**src/rtl/tx_fifo_pkg.sv**
```systemverilog
package tx_fifo_pkg;
  parameter int unsigned TXF_DATA_W     = 8;
  parameter int unsigned TXF_HALF_DEPTH = 8;
  parameter int unsigned TXF_NUM_HALVES = 2;
endpackage

```
**src/rtl/txf_ptr_ctrl.sv**
```systemverilog
module txf_ptr_ctrl #(
  parameter int unsigned HALF_DEPTH = 8,
  parameter int unsigned NUM_HALVES = 2,
  localparam int unsigned DEPTH = HALF_DEPTH * NUM_HALVES,
  localparam int unsigned AW    = $clog2(DEPTH),
  localparam int unsigned HW    = $clog2(HALF_DEPTH),
  localparam int unsigned HIW   = AW - HW
) (
  input  logic                  clk_i,
  input  logic                  rst_ni,
  input  logic                  flush_i,
  input  logic                  wr_req_i,
  input  logic                  rd_req_i,
  output logic [AW-1:0]         wr_ptr_o,
  output logic [AW-1:0]         rd_ptr_o,
  output logic [AW:0]           count_o,
  output logic                  wr_ok_o,
  output logic                  rd_ok_o,
  output logic                  full_o,
  output logic                  empty_o,
  output logic                  ovf_o,
  output logic [NUM_HALVES-1:0] half_done_o
);
  logic [AW-1:0] wr_ptr_q, rd_ptr_q;
  logic [AW:0]   cnt_q;
  logic          ovf_q;

  assign full_o  = (cnt_q == (AW+1)'(DEPTH));
  assign empty_o = (cnt_q == '0);
  assign wr_ok_o = wr_req_i && !full_o;
  assign rd_ok_o = rd_req_i && !empty_o;

  always_ff @(posedge clk_i or negedge rst_ni) begin
    if (!rst_ni) begin
      wr_ptr_q <= '0;
      rd_ptr_q <= '0;
      cnt_q    <= '0;
      ovf_q    <= 1'b0;
    end else if (flush_i) begin
      wr_ptr_q <= '0;
      rd_ptr_q <= '0;
      cnt_q    <= '0;
      ovf_q    <= 1'b0;
    end else begin
      if (wr_ok_o) wr_ptr_q <= wr_ptr_q + 1'b1;
      if (rd_ok_o) rd_ptr_q <= rd_ptr_q + 1'b1;
      if (wr_ok_o && !rd_ok_o)      cnt_q <= cnt_q + 1'b1;
      else if (rd_ok_o && !wr_ok_o) cnt_q <= cnt_q - 1'b1;
      if (wr_req_i && full_o) ovf_q <= 1'b1;
    end
  end

  // one-cycle event when the last slot of a half is popped
  for (genvar h = 0; h < NUM_HALVES; h++) begin : g_half_done
    assign half_done_o[h] = rd_ok_o && (rd_ptr_q[AW-1:HW] == HIW'(h))
                            && (&rd_ptr_q[HW-1:0]);
  end

  assign wr_ptr_o = wr_ptr_q;
  assign rd_ptr_o = rd_ptr_q;
  assign count_o  = cnt_q;
  assign ovf_o    = ovf_q;

  p_no_overflow_r3: assert property (@(posedge clk_i) disable iff (!rst_ni)
    (full_o && wr_req_i && !rd_req_i && !flush_i) |=> (count_o == (AW+1)'(DEPTH)));
  p_ovf_sticky_r3: assert property (@(posedge clk_i) disable iff (!rst_ni)
    (ovf_o && !flush_i) |=> ovf_o);
  p_count_bound_r9: assert property (@(posedge clk_i) disable iff (!rst_ni)
    count_o <= (AW+1)'(DEPTH));
  p_empty_hold_r4: assert property (@(posedge clk_i) disable iff (!rst_ni)
    (empty_o && rd_req_i && !wr_req_i && !flush_i) |=> empty_o);
  p_flush_r8: assert property (@(posedge clk_i) disable iff (!rst_ni)
    flush_i |=> (empty_o && !ovf_o && rd_ptr_o == '0 && wr_ptr_o == '0));
endmodule

```
**src/rtl/txf_store.sv**
```systemverilog
module txf_store #(
  parameter int unsigned DATA_W = 8,
  parameter int unsigned DEPTH  = 16,
  localparam int unsigned AW    = $clog2(DEPTH)
) (
  input  logic              clk_i,
  input  logic              we_i,
  input  logic [AW-1:0]     waddr_i,
  input  logic [DATA_W-1:0] wdata_i,
  input  logic [AW-1:0]     raddr_i,
  output logic [DATA_W-1:0] rdata_o
);
  logic [DATA_W-1:0] mem_q [DEPTH];

  always_ff @(posedge clk_i) begin
    if (we_i) mem_q[waddr_i] <= wdata_i;
  end

  assign rdata_o = mem_q[raddr_i];
endmodule

```
**src/rtl/txf_half_flag.sv**
```systemverilog
module txf_half_flag (
  input  logic clk_i,
  input  logic rst_ni,
  input  logic flush_i,
  input  logic set_i,
  input  logic clr_i,
  output logic flag_o
);
  logic flag_q;

  // set beats a colliding clear so an event is never lost
  always_ff @(posedge clk_i or negedge rst_ni) begin
    if (!rst_ni)      flag_q <= 1'b0;
    else if (flush_i) flag_q <= 1'b0;
    else if (set_i)   flag_q <= 1'b1;
    else if (clr_i)   flag_q <= 1'b0;
  end

  assign flag_o = flag_q;

  p_flag_sticky_r6: assert property (@(posedge clk_i) disable iff (!rst_ni)
    (flag_o && !clr_i && !flush_i) |=> flag_o);
  p_set_wins_r6: assert property (@(posedge clk_i) disable iff (!rst_ni)
    (set_i && !flush_i) |=> flag_o);
endmodule

```
**src/rtl/tx_halves_fifo.sv**
```systemverilog
module tx_halves_fifo
  import tx_fifo_pkg::*;
#(
  parameter int unsigned DATA_W     = TXF_DATA_W,
  parameter int unsigned HALF_DEPTH = TXF_HALF_DEPTH,
  parameter int unsigned NUM_HALVES = TXF_NUM_HALVES,
  localparam int unsigned DEPTH = HALF_DEPTH * NUM_HALVES,
  localparam int unsigned AW    = $clog2(DEPTH)
) (
  input  logic                  clk_i,
  input  logic                  rst_ni,
  input  logic                  flush_i,
  input  logic                  wr_en_i,
  input  logic [DATA_W-1:0]     wr_data_i,
  input  logic                  rd_en_i,
  output logic [DATA_W-1:0]     rd_data_o,
  output logic                  underrun_o,
  output logic [AW:0]           count_o,
  output logic                  full_o,
  output logic                  empty_o,
  input  logic [NUM_HALVES-1:0] half_clr_i,
  output logic [NUM_HALVES-1:0] half_drained_o,
  output logic                  overflow_o
);
  logic [AW-1:0]         wr_ptr, rd_ptr;
  logic                  wr_ok, rd_ok;
  logic [NUM_HALVES-1:0] half_done;

  txf_ptr_ctrl #(
    .HALF_DEPTH(HALF_DEPTH),
    .NUM_HALVES(NUM_HALVES)
  ) i_ptr (
    .clk_i      (clk_i),
    .rst_ni     (rst_ni),
    .flush_i    (flush_i),
    .wr_req_i   (wr_en_i),
    .rd_req_i   (rd_en_i),
    .wr_ptr_o   (wr_ptr),
    .rd_ptr_o   (rd_ptr),
    .count_o    (count_o),
    .wr_ok_o    (wr_ok),
    .rd_ok_o    (rd_ok),
    .full_o     (full_o),
    .empty_o    (empty_o),
    .ovf_o      (overflow_o),
    .half_done_o(half_done)
  );

  txf_store #(
    .DATA_W(DATA_W),
    .DEPTH (DEPTH)
  ) i_store (
    .clk_i  (clk_i),
    .we_i   (wr_ok && !flush_i),
    .waddr_i(wr_ptr),
    .wdata_i(wr_data_i),
    .raddr_i(rd_ptr),
    .rdata_o(rd_data_o)
  );

  for (genvar h = 0; h < NUM_HALVES; h++) begin : g_flag
    txf_half_flag i_flag (
      .clk_i  (clk_i),
      .rst_ni (rst_ni),
      .flush_i(flush_i),
      .set_i  (half_done[h]),
      .clr_i  (half_clr_i[h]),
      .flag_o (half_drained_o[h])
    );
  end

  assign underrun_o = rd_en_i && empty_o;

  p_underrun_r4: assert property (@(posedge clk_i) disable iff (!rst_ni)
    underrun_o |-> (empty_o && !rd_ok));
  p_one_half_event_r7: assert property (@(posedge clk_i) disable iff (!rst_ni)
    $onehot0(half_done));
  p_flush_flags_r8: assert property (@(posedge clk_i) disable iff (!rst_ni)
    flush_i |=> (half_drained_o == '0));
endmodule

```
**config.mk**
```make
export PLATFORM = sky130hd
export DESIGN_NAME = tx_halves_fifo
export DESIGN_NICKNAME = d
export VERILOG_FILES = /design/src/rtl/tx_fifo_pkg.sv /design/src/rtl/txf_ptr_ctrl.sv /design/src/rtl/txf_store.sv /design/src/rtl/txf_half_flag.sv /design/src/rtl/tx_halves_fifo.sv
export SDC_FILE = /design/constraint.sdc
export NUM_CORES = 1
export LEC_CHECK = 0
export ABC_AREA = 1
export BUFFER_PORTS_ARGS = -buffer_cell sky130_fd_sc_hd__clkbuf_2
export CAP_MARGIN = 10
export CORE_ASPECT_RATIO = 1.25
export CORE_MARGIN = 2
export CORE_UTILIZATION = 45
export CTS_BUF_LIST = sky130_fd_sc_hd__clkbuf_4 sky130_fd_sc_hd__clkbuf_8
export CTS_CLUSTER_DIAMETER = 200
export DETAILED_ROUTE_END_ITERATION = 10
export PLACE_DENSITY = 0.73
export SLEW_MARGIN = 20
export SYNTH_ARGS = -nofsm -noshare
export SYNTH_HDL_FRONTEND = slang
export SYNTH_SLANG_ARGS = --single-unit
```
**constraint.sdc**
```tcl
create_clock -name clk_i -period 2 [get_ports clk_i]
set_clock_uncertainty 0.2 [all_clocks]
set_input_delay 0.4 -clock clk_i [delete_from_list [all_inputs] [get_ports clk_i]]
set_output_delay 0.4 -clock clk_i [all_outputs]
set_load 0.02 [all_outputs]
```
After elaboration in Yosys (flattened, before gate mapping)
Memories as Yosys holds them, arrays and structs flattened.
Cells that the tools add are included.
{"block": "op_classes", "n_mux": 17, "bitwise": 1, "n_eq_ne": 1, "reduce_logical": 24, "addsub": 4}
{"cell": "$mux 4", "n": 4}
{"cell": "$mux 5", "n": 3}
{"cell": "$logic_and 1x1->1", "n": 11}
{"cell": "$mux 1", "n": 10}
{"cell": "$reduce_bool 3->1", "n": 3}
{"cell": "$add 4x1->4 const B", "n": 2}
{"cell": "$reduce_bool 2->1", "n": 3}
{"cell": "$add 5x1->5 const B", "n": 1}
{"cell": "$eq 5x5->1 const B", "n": 1}
{"cell": "$logic_not 1->1", "n": 5}
{"cell": "$logic_not 5->1", "n": 1}
{"cell": "$sub 5x1->5 const B", "n": 1}
{"cell": "$reduce_and 3->1", "n": 1}
{"cell": "$not 1->1", "n": 1}
{"block": "word_totals", "memories": 1, "wordCells": 54, "ff_bits": 16, "in_bits": 15, "ramBits": 128}
{"name": "i_store.mem_q", "words": 16, "word_bits": 8, "rd": 1, "rd_clocked_by_memory_dff": 0, "write_ports": 1, "line_no": "txf_store.sv:13", "source": "logic [DATA_W-1:0] mem_q [DEPTH];"}

Depth between registers and ports, before layout
{"block": "logic_depth", "word_depth": 8, "ltp_mapped": 14}

Cells and area by module
From an unflattened synthesis, not the netlist that was laid out.
{"block": "unflattened", "cells_unflattened": 666, "area_unflattened_um2": 6591.3}
{"module": "txf_store", "cells_per_inst": 543, "n_inst": 1, "area_each_um2": 5606.6}
{"module": "txf_ptr_ctrl", "cells_per_inst": 109, "n_inst": 1, "area_each_um2": 877.1}
{"module": "txf_half_flag", "cells_per_inst": 5, "n_inst": 2, "area_each_um2": 45.0}
{"module": "tx_halves_fifo", "cells_per_inst": 4, "n_inst": 1, "area_each_um2": 17.5}

Worst setup path after synthesis
No wires, ideal clock.
{"block": "synth_timing", "path_kind": "reg2reg", "start": "reg i_ptr.cnt_q[0], in the netlist i_ptr.count_o[0]", "end": "mem i_store.mem_q[0][0] (enable)", "setup_slack_ps": -232, "stages_incl_launch_ff": 7, "synth_period_minus_slack_ps": 2232, "n_path_buf": 0, "required_ps": 1417, "arrival_ps": 1648, "path_cell_list": "dfrtp_1 -> nor2_2 -> nand3_2 -> nand2_2 -> inv_4 -> nand3_1 -> nor3_1"}
{"block": "synth_between", "elab_chain_len": 6}
{"item": "start: declaration", "line_no": "txf_ptr_ctrl.sv:25", "source": "logic [AW:0] cnt_q;"}
{"item": "start signal: assignment", "line_no": "txf_ptr_ctrl.sv:47", "source": "if (wr_ok_o && !rd_ok_o) cnt_q <= cnt_q + 1'b1;"}
{"item": "start signal: assignment", "line_no": "txf_ptr_ctrl.sv:48", "source": "else if (rd_ok_o && !wr_ok_o) cnt_q <= cnt_q - 1'b1;"}
{"item": "$eq 5x5->1", "line_no": "txf_ptr_ctrl.sv:28", "source": "assign full_o = (cnt_q == (AW+1)'(DEPTH));"}
{"item": "$logic_not 1->1", "line_no": "txf_ptr_ctrl.sv:30", "source": "assign wr_ok_o = wr_req_i && !full_o;"}
{"item": "$logic_and 1x1->1", "line_no": "txf_ptr_ctrl.sv:30"}
{"item": "$logic_and 1x1->1", "line_no": "tx_halves_fifo.sv:54", "source": ".we_i (wr_ok && !flush_i),"}
{"item": "$mux 1", "line_no": "txf_store.sv:16", "source": "if (we_i) mem_q[waddr_i] <= wdata_i;"}
{"item": "$mux 1 (not written as such)", "line_no": "txf_store.sv:16"}
{"item": "end: declaration", "line_no": "txf_store.sv:13"}
No other way between the ends.

Worst setup path after layout
{"block": "layout_timing", "start": "reg i_ptr.rd_ptr_q[0], in the netlist i_ptr.rd_ptr_o[0]", "end": "out rd_data_o[1]"}
{"block": "layout_between", "elab_chain_len": 1}
{"item": "start: declaration", "line_no": "txf_ptr_ctrl.sv:24", "source": "logic [AW-1:0] wr_ptr_q, rd_ptr_q;"}
{"item": "start signal: assignment", "line_no": "txf_ptr_ctrl.sv:46", "source": "if (rd_ok_o) rd_ptr_q <= rd_ptr_q + 1'b1;"}
{"item": "$mem_v2 16x8"}
{"item": "end: declaration", "line_no": "tx_halves_fifo.sv:16", "source": "output logic [DATA_W-1:0] rd_data_o,"}
No other way between the ends.

==> run summary <==
• Post-Layout Cell Count: 800
• endpoint class of the critical path: output port
• largest net degree at the start of global routing: 49
• standard-cell row count: 47
• ANT nets after route: 0
• number of nets in the layout: 642
• clock tree from TritonCTS: built
• area of the core region: 13,300 um2
• max_cap viols: 0
• largest voltage drop on the vdd net: 0.901 mV
• final design instance area without fill: 7850 um2
• post-synthesis sequential area ratio: 68.7%
• FF-to-FF path depth: 11
• Worst Path Arrival: 2.01 ns
• drt via density: 5.69
• via count of the first global-routing pass: 4,360
• number of design rule violations left after detail routing: 0
• kind of start point of the critical path: flip-flop
• Util after Layout: 58.8%
• worst hold slack after final layout: 0.00958 ns
• CTS H-tree lvls: 4
• storage element area: 4250 um2
• starting density of the core: 46.3%
• number of DRC markers after the initial detailed-route iteration: 408
• Worst path slowest cell: sky130_fd_sc_hd__dfrtp_2
• total standard cell area after synthesis: 6180 um2
• #FFs+latches synth: 144
• pin slew with the least headroom to its limit: 0.576 ns
• area fraction in and, or, nand and nor cells after synthesis: 13.8%
• leakage: 2.87 nW
• post-route setup slack: -0.607 ns
• CP Max Fanout: 10
• count of vias placed by the detailed router: 4,549
• Ant. Diodes: 0
• violated checks: negative setup slack
• Max Clock Freq: 0.384 GHz
• Hold Vio Cnt, Final: 0
• Total Power Consumption: 8.82 mW
• clk slew on worst S/H paths: 0.08 ns
• syn_nets: 557
• Crit Path Category: reg -> out
• worst hold path depth: 4
• power share of the sequential group: 39.2%
• count of warnings emitted by yosys: 0
• full die area: 14,700 um2
• placed cell areas: 6850 um2
• clock buffers created by TritonCTS: 17
• critical path cell sequence: buf_6 -> clkbuf_16 -> nor2_1 -> nor2_1 -> o21ai_1 -> o211ai_1 -> nand3_1 -> nand2_1 -> clkbuf_8
• final-layout setup total negative slack: -4.84 ns
• run status: complete, but fails checks
• terminus of the critical flop-to-flop path: i_ptr.count_o[4]$_DFFE_PN0P_
• fraction of layout cells with a size suffix above 1: 31.6%
• Synth Instances: 531
• y dimension of the die: 135 um
• relative max-transition margin: 61.6%
• I/O pin total: 34
• clock sink count: 144
• Tmin final: 2.61 ns
• final critical-path share of the clock period: 130%
• post-synthesis share of cell area spent on xor and xnor gates: 0.284%
• antenna violations before repair: 0
• compound-cell area share of the yosys netlist: 10.2%
• worst slack at placement: -0.179 ns
• library cell used as clock root buffer: sky130_fd_sc_hd__clkbuf_8
• Largest stage delay, worst path: 0.45 ns
• Adder-Cell Fraction of Synth Area: 2.35%
• number of max-slew violations in the final report: 0
• GR Overflow Total: 0
• Hold EP: g_flag[1].i_flag.flag_o$_DFFE_PN0P_
• combinational family with the most area after synthesis: simple AND/OR/NAND/NOR gates
• data required time of the critical path: 1.40 ns
• length of the first detailed-routing pass in iterations: 5
• count of port buffers added during placement: 33
• Filler Cell Count: 994
• Logic pwr share: 35.6%
• area of the multi-input gates: 1960 um2
• number of setup violations in the final report: 19
• Die W: 109 um
• final estimated routing congestion in global placement: 0.863
• Power Density: 1120 nW/um2
• Clk network pwr share: 25.3%
• launch instance of the worst min-delay path: half_clr_i[1]
• reported net switching power: 2.91 mW
• Detailed Route WL: 16,000 um
• distinct cell type count after synthesis: 27
• latest clock arrival within the worst-skew pair: 0.44 ns
• maximum count of clock buffers along a single path: 2
• Internal Dissipation: 5.91 mW
• Detail Placement HPWL: 9690 um
• cell repeated most along the worst path: sky130_fd_sc_hd__nor2_1
• Tot GR Track Use: 21.4%
• unrepaired setup endpoints after global routing: yes
• Cell Count Post-Placement: 754
• P&R area growth vs syn: 27.0%
• first-pass GRT wire length: 23,000 um
• internal reg-to-reg setup slack: -0.07 ns
• Mapped Avg Cell Area: 11.6 um2
• launching point of the worst reg2reg path: i_ptr.count_o[3]$_DFFE_PN0P_
• per-cell routed wire length: 20.0 um
• mux share of post-synthesis cell area: 0%
• switching portion of total power: 33.0%
• type of the worst min-delay path: in -> reg
worst max path at each step:
stage / to / slack (ns) / cells after the start / startpoint
finish: rd_data_o[1] / -0.61 / 9 / i_ptr.rd_ptr_o[0]$_DFFE_PN0P_
global route: rd_data_o[3] / -0.67 / 8 / i_ptr.rd_ptr_o[0]$_DFFE_PN0P_
CTS: rd_data_o[3] / -0.53 / 7 / i_ptr.rd_ptr_o[0]$_DFFE_PN0P_
detailed placement: i_store.mem_q[8][1]$_DFFE_PP_ / -0.18 / 6 / flush_i
global placement: i_store.mem_q[8][1]$_DFFE_PP_ / -0.15 / 6 / flush_i
floorplan: i_store.mem_q[0][0]$_DFFE_PP_ / -0.11 / 6 / i_ptr.count_o[0]$_DFFE_PN0P_
cells in the final DEF, fill, tap and decap left out, drive strengths merged:
| master | count |
|---|---|
| clkinv | 8 |
| nor3 | 5 |
| nand2 | 42 |
| clkinvlp | 4 |
| a21oi | 19 |
| o21ai | 71 |
| nor2 | 98 |
| dlygate4sd3 | 1 |
| nand4 | 1 |
| edfxtp | 128 |
| inv | 34 |
| dfrtp | 16 |
| nand3 | 50 |
| clkbuf | 49 |
| bufinv | 2 |
| o211ai | 24 |
| xor2 | 1 |
| nand3b | 1 |
| fa | 1 |
| ha | 10 |
| xnor2 | 1 |
| buf | 63 |
metal layers:
| metal | vias to the layer above | track usage [%] | part of all wire (%) |
|---|---|---|---|
| li1 | 2062 | - | - |
| met1 | 2227 | 26.2 | 38 |
| met2 | 224 | 37.4 | 53 |
| met3 | 36 | 3.62 | 6.6 |
| met4 | 0 | 8.26 | 2.4 |
| met5 | - | 0 | 0 |
cell families after synthesis:
kind of cell,count (synthesis)
flops,144
xor+xnor,2
buf+inv,63
compound gates,114
simple gates,197
fa+ha+maj,11
cell type report:
class | instances | area share [%]
Sequential cell | 144 | 54.2
Clock inverter | 13 | 1.79
Multi-Input combinational cell | 324 | 24.9
Inverter | 35 | 1.93
Tap cell | 171 | 2.73
Clock buffer | 19 | 3.17
Timing Repair Buffer | 94 | 11.3
registers in the layout, summed over array words and instances, names as in the netlist:
signal and count:
i_ptr.wr_ptr_o 4, i_store.mem_q 128, i_ptr.rd_ptr_o 4, i_ptr.ovf_o 1, i_ptr.count_o 5, g_flag.i_flag.flag_o 2
power groups by stage:
stage	Sequential, mW	Clock, mW	Combinational (mW)
finish	3.45	2.23	3.14
global route	3.46	2.35	3.37
CTS	3.46	2.23	2.54
detailed placement	3.52	0	2.24
global placement	3.51	0	2.17
floorplan	3.58	0	1.35
cells in the mapped netlist:
master | instances | area, um2
sky130_fd_sc_hd__nand2_2 | 5 | 31.3
sky130_fd_sc_hd__inv_4 | 2 | 12.5
sky130_fd_sc_hd__ha_1 | 10 | 125
sky130_fd_sc_hd__o211ai_1 | 24 | 180
sky130_fd_sc_hd__nor3_1 | 5 | 25.0
sky130_fd_sc_hd__buf_2 | 20 | 100
sky130_fd_sc_hd__o21ai_0 | 53 | 265
sky130_fd_sc_hd__inv_1 | 29 | 109
sky130_fd_sc_hd__nand3_2 | 2 | 20.0
sky130_fd_sc_hd__edfxtp_1 | 128 | 3840
sky130_fd_sc_hd__xnor2_1 | 1 | 8.76
sky130_fd_sc_hd__nor2_1 | 97 | 364
sky130_fd_sc_hd__clkinv_1 | 1 | 3.75
sky130_fd_sc_hd__clkbuf_1 | 3 | 11.3
sky130_fd_sc_hd__nand3b_1 | 1 | 7.51
sky130_fd_sc_hd__nand2_4 | 2 | 22.5
sky130_fd_sc_hd__o21ai_1 | 18 | 90.1
sky130_fd_sc_hd__nor2_2 | 1 | 6.26
sky130_fd_sc_hd__dfrtp_1 | 16 | 400
sky130_fd_sc_hd__buf_4 | 5 | 37.5
sky130_fd_sc_hd__nand3_1 | 48 | 240
sky130_fd_sc_hd__fa_1 | 1 | 20.0
sky130_fd_sc_hd__xor2_1 | 1 | 8.76
sky130_fd_sc_hd__inv_2 | 3 | 11.3
sky130_fd_sc_hd__nand2_1 | 35 | 131
sky130_fd_sc_hd__a21oi_1 | 19 | 95.1
sky130_fd_sc_hd__nand4_1 | 1 | 6.26
worst max-delay path, delay by kind of cell, from the launching register on:
family / cells / cell delay [ns]
compound gates: 2 / 0.28
buf+inv: 3 / 0.47
flops: 1 / 0.45
simple gates: 4 / 0.37
what timing repair did:
| action | in CTS | in global routing |
|---|---|---|
| pin swaps | 9 | 32 |
| hold buffers | 1 | 0 |
| gates resized for setup | 46 | 87 |
| endpoints found under the hold margin | 16 | 0 |
| setup endpoints to repair | 101 | 38 |
| cloned | 0 | 3 |
| buffers inserted | 5 | 5 |
(Power assumes the default switching activity.)
